`config.mk`:
```
export PLATFORM = sky130hd
export DESIGN_NAME = iq_tx_serializer
export DESIGN_NICKNAME = d
export VERILOG_FILES = /design/src/rtl/iqser_pkg.sv /design/src/rtl/iqser_ctrl.sv /design/src/rtl/iqser_datapath.sv /design/src/rtl/iq_tx_serializer.sv
export SDC_FILE = /design/constraint.sdc
export NUM_CORES = 1
export LEC_CHECK = 0
export ABC_AREA = 1
export BUFFER_PORTS_ARGS = -buffer_cell sky130_fd_sc_hd__buf_2
export CELL_PAD_IN_SITES_DETAIL_PLACEMENT = 1
export CELL_PAD_IN_SITES_GLOBAL_PLACEMENT = 2
export CORE_UTILIZATION = 27
export CTS_BUF_LIST = sky130_fd_sc_hd__clkbuf_16
export DETAILED_ROUTE_END_ITERATION = 16
export GPL_ROUTABILITY_DRIVEN = 0
export PLACE_DENSITY_LB_ADDON = 0.08
export SETUP_SLACK_MARGIN = 0.3
export SLEW_MARGIN = 15
export SYNTH_ARGS = -nofsm -noshare
export SYNTH_HDL_FRONTEND = slang
export SYNTH_SLANG_ARGS = --single-unit
```
`constraint.sdc`:
```
create_clock -name clk -period 1.6 [get_ports clk]
set_input_delay 0.16 -clock clk [delete_from_list [all_inputs] [get_ports clk]]
set_output_delay 0.16 -clock clk [all_outputs]
set_load 0.02 [all_outputs]
```
`src/rtl/iqser_pkg.sv`:
```
package iqser_pkg;

  localparam int SLOT_W = 3;
  localparam int POS_W  = 2;

  typedef struct packed {
    logic             load;
    logic             active;
    logic             chSel;
    logic [POS_W-1:0] pos;
    logic             fill;
    logic             useOther;
  } iqser_strobe_t;

endpackage

```
`src/rtl/iqser_ctrl.sv`:
```
module iqser_ctrl
  import iqser_pkg::*;
(
  input  logic          clk,
  input  logic          rstN,
  input  logic          burstEn,
  input  logic          sVal,
  input  logic          dualSlot,
  input  logic [1:0]    chanMask,
  input  logic          framePeriodic,
  input  logic          fillRepeat,
  output logic          sRdy,
  output logic          frameOut,
  output iqser_strobe_t strb
);

  localparam logic [SLOT_W-1:0] LAST_SINGLE = SLOT_W'(3);
  localparam logic [SLOT_W-1:0] LAST_DUAL   = SLOT_W'(7);

  logic              active;
  logic [SLOT_W-1:0] slot;
  logic              dualQ;
  logic [1:0]        maskQ;
  logic              periodicQ;
  logic              repeatQ;
  logic              lastSlot;
  logic              accept;
  logic              chSel;
  logic              firstHalf;

  assign lastSlot = dualQ ? (slot == LAST_DUAL) : (slot == LAST_SINGLE);
  assign sRdy     = burstEn && (!active || lastSlot);
  assign accept   = sRdy && sVal;

  always_ff @(posedge clk or negedge rstN) begin
    if (!rstN) begin
      active    <= 1'b0;
      slot      <= '0;
      dualQ     <= 1'b0;
      maskQ     <= '0;
      periodicQ <= 1'b0;
      repeatQ   <= 1'b0;
    end else if (accept) begin
      active    <= 1'b1;
      slot      <= '0;
      dualQ     <= dualSlot;
      maskQ     <= chanMask;
      periodicQ <= framePeriodic;
      repeatQ   <= fillRepeat;
    end else if (active && !lastSlot) begin
      slot <= slot + SLOT_W'(1);
    end else if (active) begin
      active <= 1'b0;
      slot   <= '0;
    end
  end

  assign chSel     = dualQ & slot[2];
  assign firstHalf = dualQ ? !slot[2] : !slot[1];
  assign frameOut  = active && (periodicQ ? firstHalf : 1'b1);

  always_comb begin
    strb          = '0;
    strb.load     = accept;
    strb.active   = active;
    strb.chSel    = chSel;
    strb.pos      = slot[POS_W-1:0];
    strb.fill     = active && dualQ && !maskQ[chSel];
    strb.useOther = repeatQ && maskQ[~chSel];
  end

  // an accepted set starts a group at word 0
  a_r8_accept_starts: assert property (@(posedge clk) disable iff (!rstN)
    accept |=> (active && slot == '0));

  // words advance one per cycle inside a group; R10: no early stop
  a_r10_group_runs_on: assert property (@(posedge clk) disable iff (!rstN)
    (active && !lastSlot) |=> (active && slot == $past(slot) + SLOT_W'(1)));

  // a starved boundary ends the burst
  a_r9_stop_when_starved: assert property (@(posedge clk) disable iff (!rstN)
    (active && lastSlot && !accept) |=> !active);

  // the slot counter never leaves the group
  a_r3_slot_in_range: assert property (@(posedge clk) disable iff (!rstN)
    (!dualQ && active) |-> (slot <= LAST_SINGLE));

endmodule

```
`src/rtl/iqser_datapath.sv`:
```
module iqser_datapath
  import iqser_pkg::*;
#(
  parameter int SAMPLE_W = 12,
  parameter logic [SAMPLE_W/2-1:0] FILL_WORD = '0
) (
  input  logic                         clk,
  input  logic                         rstN,
  input  iqser_strobe_t                strb,
  input  logic [1:0][SAMPLE_W-1:0]     iIn,
  input  logic [1:0][SAMPLE_W-1:0]     qIn,
  output logic [SAMPLE_W/2-1:0]        busWord
);

  localparam int WORD_W = SAMPLE_W / 2;
  localparam int NUM_CH = 2;

  logic [NUM_CH-1:0][SAMPLE_W-1:0] iReg;
  logic [NUM_CH-1:0][SAMPLE_W-1:0] qReg;

  for (genvar ch = 0; ch < NUM_CH; ch++) begin : g_chan
    always_ff @(posedge clk or negedge rstN) begin
      if (!rstN) begin
        iReg[ch] <= '0;
        qReg[ch] <= '0;
      end else if (strb.load) begin
        iReg[ch] <= iIn[ch];
        qReg[ch] <= qIn[ch];
      end
    end
  end

  logic              srcCh;
  logic [SAMPLE_W-1:0] srcSample;
  logic [WORD_W-1:0] halfWord;

  always_comb begin
    srcCh     = strb.fill ? ~strb.chSel : strb.chSel;
    srcSample = strb.pos[0] ? qReg[srcCh] : iReg[srcCh];
    halfWord  = strb.pos[1] ? srcSample[WORD_W-1:0]
                            : srcSample[SAMPLE_W-1:WORD_W];
    if (!strb.active)
      busWord = '0;
    else if (strb.fill && !strb.useOther)
      busWord = FILL_WORD;
    else
      busWord = halfWord;
  end

endmodule

```
`src/rtl/iq_tx_serializer.sv`:
```
module iq_tx_serializer
  import iqser_pkg::*;
#(
  parameter int SAMPLE_W = 12,
  parameter logic [SAMPLE_W/2-1:0] FILL_WORD = '0
) (
  input  logic                  clk,
  input  logic                  rstN,
  input  logic                  burstEn,
  input  logic                  dualSlot,
  input  logic [1:0]            chanMask,
  input  logic                  framePeriodic,
  input  logic                  fillRepeat,
  input  logic                  sVal,
  output logic                  sRdy,
  input  logic [SAMPLE_W-1:0]   sI0,
  input  logic [SAMPLE_W-1:0]   sQ0,
  input  logic [SAMPLE_W-1:0]   sI1,
  input  logic [SAMPLE_W-1:0]   sQ1,
  output logic [SAMPLE_W/2-1:0] busWord,
  output logic                  frameOut
);

  iqser_strobe_t strb;

  iqser_ctrl ctrl_i (
    .clk           (clk),
    .rstN          (rstN),
    .burstEn       (burstEn),
    .sVal          (sVal),
    .dualSlot      (dualSlot),
    .chanMask      (chanMask),
    .framePeriodic (framePeriodic),
    .fillRepeat    (fillRepeat),
    .sRdy          (sRdy),
    .frameOut      (frameOut),
    .strb          (strb)
  );

  iqser_datapath #(
    .SAMPLE_W  (SAMPLE_W),
    .FILL_WORD (FILL_WORD)
  ) dp_i (
    .clk     (clk),
    .rstN    (rstN),
    .strb    (strb),
    .iIn     ({sI1, sI0}),
    .qIn     ({sQ1, sQ0}),
    .busWord (busWord)
  );

  // idle means a quiet bus and a low frame
  a_r12_idle_quiet: assert property (@(posedge clk) disable iff (!rstN)
    !strb.active |-> (busWord == '0 && !frameOut));

  // the frame only rises on the first word of a group
  a_r7_frame_rise_at_start: assert property (@(posedge clk) disable iff (!rstN)
    $rose(frameOut) |-> (strb.pos == '0 && !strb.chSel));

endmodule

```
Word level (Yosys, flattened, before mapping). Cells that the tools add are included.

$add $sub $neg: 1. Reductions and logical operators: 16. $lt $le $gt $ge: 3. Bitwise gates (word level): 2. Muxes and demuxes: 21. Equal/unequal tests: 3.

Operator list (number): two-way mux 12 bit (5); two-way mux 6 bit (3); two-way mux 1 bit (10); two-way mux 3 bit (3); logical AND 1 bit (8); logical NOT 1 bit (6); less-than comparator 1 x 2 -> 1 bit (second input constant) (3); adder 3 x 1 -> 3 bit (second input constant) (1); == test 3 x 2 -> 1 bit (second input constant) (1); == test 3 bit (second input constant) (1); nonzero test 3 bit (1); != test 2 x 1 -> 1 bit (second input constant) (1); AND 1 bit (1); logical OR 1 bit (1); inverter 1 bit (1).

Bits in registers: 57. Output and inout bits: 8. Bits of input ports: 57. Logic and storage cells: 56.

Longest topological paths before layout.
Depth in word-level cells: 12. Depth in mapped cells: 10. Depth with buffers taken out: 9.

Modules after synthesis. A second synthesis with hierarchy kept.

Cells, all modules: 357. Area, all modules: 2882.8 um^2.

Modules (own cells, without submodules): iqser_datapath (cells each 296, area an instance 2363.5 um^2, sequential area each 1201.2 um^2, times used 1); iqser_ctrl (cells each 61, area an instance 519.2 um^2, sequential area each 225.2 um^2, times used 1).

Worst setup path after synthesis. No wires, ideal clock.

Kind: flip-flop to output port. Start point: reg ctrl_i.dualQ. End point: out busWord[1]. Setup slack: -0.278 ns. Arrival time: 1.718 ns. Data required time: 1.440 ns. Cell stages (with the launch flop): 10. Cells stage by stage: dfrtp_1 ha_1 inv_1 nand4_4 clkbuf_8 nand3_1 nand3_1 nand3_1 nand2_1 nor2_1.

Cells in the longest elaborated chain, start to end: 12. Elaborated cells on any way between the ends: 21.

RTL lines: from (decl) (line iqser_ctrl.sv:22) `logic dualQ;`; from (signal assigned) (line iqser_ctrl.sv:46) `dualQ <= dualSlot;`; AND 1 bit (line iqser_ctrl.sv:58) `assign chSel = dualQ & slot[2];`; two-way mux 1 bit (implied by the code) (2 in series) (line iqser_ctrl.sv:68) `strb.fill = active && dualQ && !maskQ[chSel];`; logical NOT 1 bit (line iqser_ctrl.sv:68); logical AND 1 bit (line iqser_ctrl.sv:68); two-way mux 1 bit (line iqser_datapath.sv:38) `srcCh = strb.fill ? ~strb.chSel : strb.chSel;`; two-way mux 12 bit (implied by the code) (2 in series) (line iqser_datapath.sv:39) `srcSample = strb.pos[0] ? qReg[srcCh] : iReg[srcCh];`; two-way mux 12 bit (line iqser_datapath.sv:39); two-way mux 6 bit (line iqser_datapath.sv:40) `halfWord = strb.pos[1] ? srcSample[WORD_W-1:0]`; two-way mux 6 bit * (line iqser_datapath.sv:44) `else if (strb.fill && !strb.useOther)`; two-way mux 6 bit * (line iqser_datapath.sv:42) `if (!strb.active)`; to (decl) (line iq_tx_serializer.sv:20) `output logic [SAMPLE_W/2-1:0] busWord,`.

Mark *: on every way between the ends. The rest lies on a longest branch, timed or not. The select of a mux whose other input is x is not followed.

Worst setup path after layout.
Start point: reg ctrl_i.dualQ. End point: out busWord[0].

The elaborated chain is that of the path after synthesis.

==> reports/metrics.yaml <==
sta:
  setup_viol: 45
  min_period_over_period_pct: 133.8
  tightest_slew_ns: 0.3220
  rsz0062_at_grt: "yes"
  hold_slack_ns: 0.03327
  finalHoldViolCount: 0
  max_freq_ghz: 0.4671
  period_needed_ns: 2.141
  fin_tns_setup_ns: -4.806
  slew_headroom_pct: 78.54
  fin_ws_ns: -0.5409
  finalMaxSlewViolations: 0
  clock_skew_ns: 0.008586
synthesis:
  ys_types: 23
  syn_area_per_cell_um2: 7.593
  synth_area_um2: 2885
  synthTopCellsByArea: "dfrtp_1, nand2_1, o21ai_0, nand3_1, inv_1"
  synth_top_area_cell: "dfrtp_1"
  synth_seq_cells: 57
  synth_top_area_share_pct: 49.44
  ys_warn_count: 0
  synth_nets: 439
  ys_seq_area_share_pct: 49.44
  syn_inst: 380
detailed_routing:
  drt_wl_total_um: 10250
  drt-initial-drc-count: 52
  drc: 0
  wire_per_inst_um: 16.27
  antenna_left: 0
  dr.pass1.iters: 4
  viasPerCell: 4.619
  vias: 2910
min_path:
  holdPathEnd: "dp_i.qReg[11]$_DFFE_PN0P_"
  hold_depth: 3
  hp-start: "sQ0[11]"
  holdCritPathClass: "input pin to flip-flop"
global_routing:
  grt_antenna_before_repair: 0
  grt_pass1_vias: 3094
  track_usage_pct: 19.39
  grt_pass1_wl_um: 16250
  grt-ovfl-total: 0
  grt_max_degree: 58
power_and_ir_drop:
  power_density_nw_per_um2: 2128
  ir_drop_mv: 0.8905
  leakagePower_uw: 0.002484
clocking:
  htree_levels: 3
  insertion_delay_ns: 0.33
  clk_path_buf_depth: 2
  clk_pin_slew_ns: 0.06
  numCtsBuffers: 9
  cts_tree: "done"
  clkSinkCount: 57
  cts_root_buf: "clkbuf_16"
setup_path:
  crit_path_end_kind: "output port"
  r2r_start: "ctrl_i.dualQ$_DFFE_PN0P_"
  crit_fanout: 7
  crit_path_start_kind: "flip-flop"
  slowest_stage: "dfrtp_2"
  crit_type: "flip-flop to output port"
  slowest_delay_ns: 0.43
  crit_top_cell: "nand3_2"
  reg2reg_depth: 10
  crit_chain: "ha_4 -> inv_4 -> nand4_4 -> nand2_8 -> clkbuf_16 -> nand2_1 -> nand3_2 -> nand3_2 -> nand2_2 -> nor2_4 -> buf_6"
  cp.required_ns: 1.44
  worstPathArrival_ns: 1.98
  rrSetupSlack_ns: -0.06
  worst_r2r_endpoint: "ctrl_i.dualQ$_DFFE_PN0P_"
status:
  violations: "negative setup slack"
  outcome: "complete, but fails checks"
finish:
  multi_input_area_um2: 1800
  seq_area_um2: 1428
  final_nets: 549
  layout_commonest_cell: "nand2_2"
  area_growth_pct: 75.28
  most-common-layout-cells: "nand2_2, buf_2, dfrtp_1"
  drive_above_1_share_pct: 59.11
  nFillCells: 1209
  n_antenna_cell: 0
job:
  maxCapViolCount: 0
placed_design:
  dp_hpwl_um: 6358
  io_buffers: 64
floorplanning:
  die_h_um: 105.4
  io_pins: 65
  die_width_um: 105.4
  dieArea_um2: 11100
  core_area_um2: 10320
  rows: 37
  start_util_pct: 27.95
[sequential cells by signal, indices dropped and copies added, names as in the netlist]
signal	cells
ctrl_i.active	1
ctrl_i.maskQ	2
ctrl_i.periodicQ	1
dp_i.qReg	24
ctrl_i.dualQ	1
ctrl_i.repeatQ	1
dp_i.iReg	24
ctrl_i.slot	3
[metrics by stage]
step	worst slack (ns)	utilization, %	cell area (um2)	total power [uW]	std cells
floorplan	-0.05289	-	3060	5372	380
detailed placement	-0.2863	34.97	3610	6752	588
global placement	-0.2493	34.97	3610	6695	588
global route	-0.6292	48.99	5057	11500	630
finish	-0.5409	48.99	5057	10760	630
CTS	-0.5436	45.49	4696	9797	626
[how the worst max path moves through the flow]
stage	from	end	slack, ns
6_report	ctrl_i.dualQ$_DFFE_PN0P_	busWord[0]	-0.54
5_1_grt	ctrl_i.dualQ$_DFFE_PN0P_	busWord[0]	-0.63
4_1_cts	ctrl_i.dualQ$_DFFE_PN0P_	busWord[1]	-0.54
3_5_place_dp	ctrl_i.dualQ$_DFFE_PN0P_	busWord[4]	-0.29
3_3_place_gp	ctrl_i.dualQ$_DFFE_PN0P_	busWord[4]	-0.25
2_1_floorplan	ctrl_i.dualQ$_DFFE_PN0P_	busWord[2]	-0.05
[routing by layer]
metal | track usage [%] | vias up | routed length [um]
met5 | 0 | - | 0
met4 | 5.734 | 0 | 167
met3 | 3.958 | 14 | 333
met2 | 33.04 | 54 | 5266
met1 | 24.68 | 1427 | 4483
li1 | - | 1415 | -
[timing repair]
action                     CTS  global route
hold endpoints to repair    57             0
setup endpoints to repair   65            65
pin swaps                    8            30
setup buffers               10             2
hold buffers                 1             0
gates resized for setup    134            81
cloned                      12             2
[where the power goes]
group / internal, uW / switching [uW] / total, uW
clock network: 1190 / 679 / 1860
logic: 2870 / 3540 / 6400
registers: 2140 / 359 / 2490
total: 6190 / 4570 / 10800
[final cells by class]
class	instances	share of cell area [%]
multi-input cells	258	35.60
inverters	47	3.810
well taps	136	3.365
flip-flops and latches	57	28.23
repair inverters	1	0.3216
clock buffers	9	4.453
repair buffers	116	23.01
clock inverters	6	1.212
[synthesized netlist by cell type]
master,instances
clkbuf_1,3
nand3_1,37
buf_4,2
a21oi_2,1
buf_6,3
buf_2,8
nand4_4,1
inv_2,1
nand2_2,1
a21oi_1,2
nand2_4,1
nand3b_1,6
nor2_1,27
nand2_1,136
inv_1,46
o31ai_1,1
clkbuf_4,1
dfrtp_1,57
o21ai_0,41
clkbuf_8,1
o211ai_1,1
o21ai_4,1
ha_1,2
[critical path, delay by kind of cell (launching register included)]
kind | cells | cell delay (ns)
fa+ha+maj | 1 | 0.20
buf+inv | 3 | 0.35
flops | 1 | 0.43
simple gates | 7 | 0.65
[logic make-up after synthesis]
group,count (synthesis),synth area share [%]
adder cells (fa/ha/maj),2,0.8672
AO/OA/AOI/OAI,47,8.847
AND/OR/NAND/NOR,209,30.53
buffers and inverters,65,10.32
flip-flops,57,49.44
(Power assumes the default switching activity.)
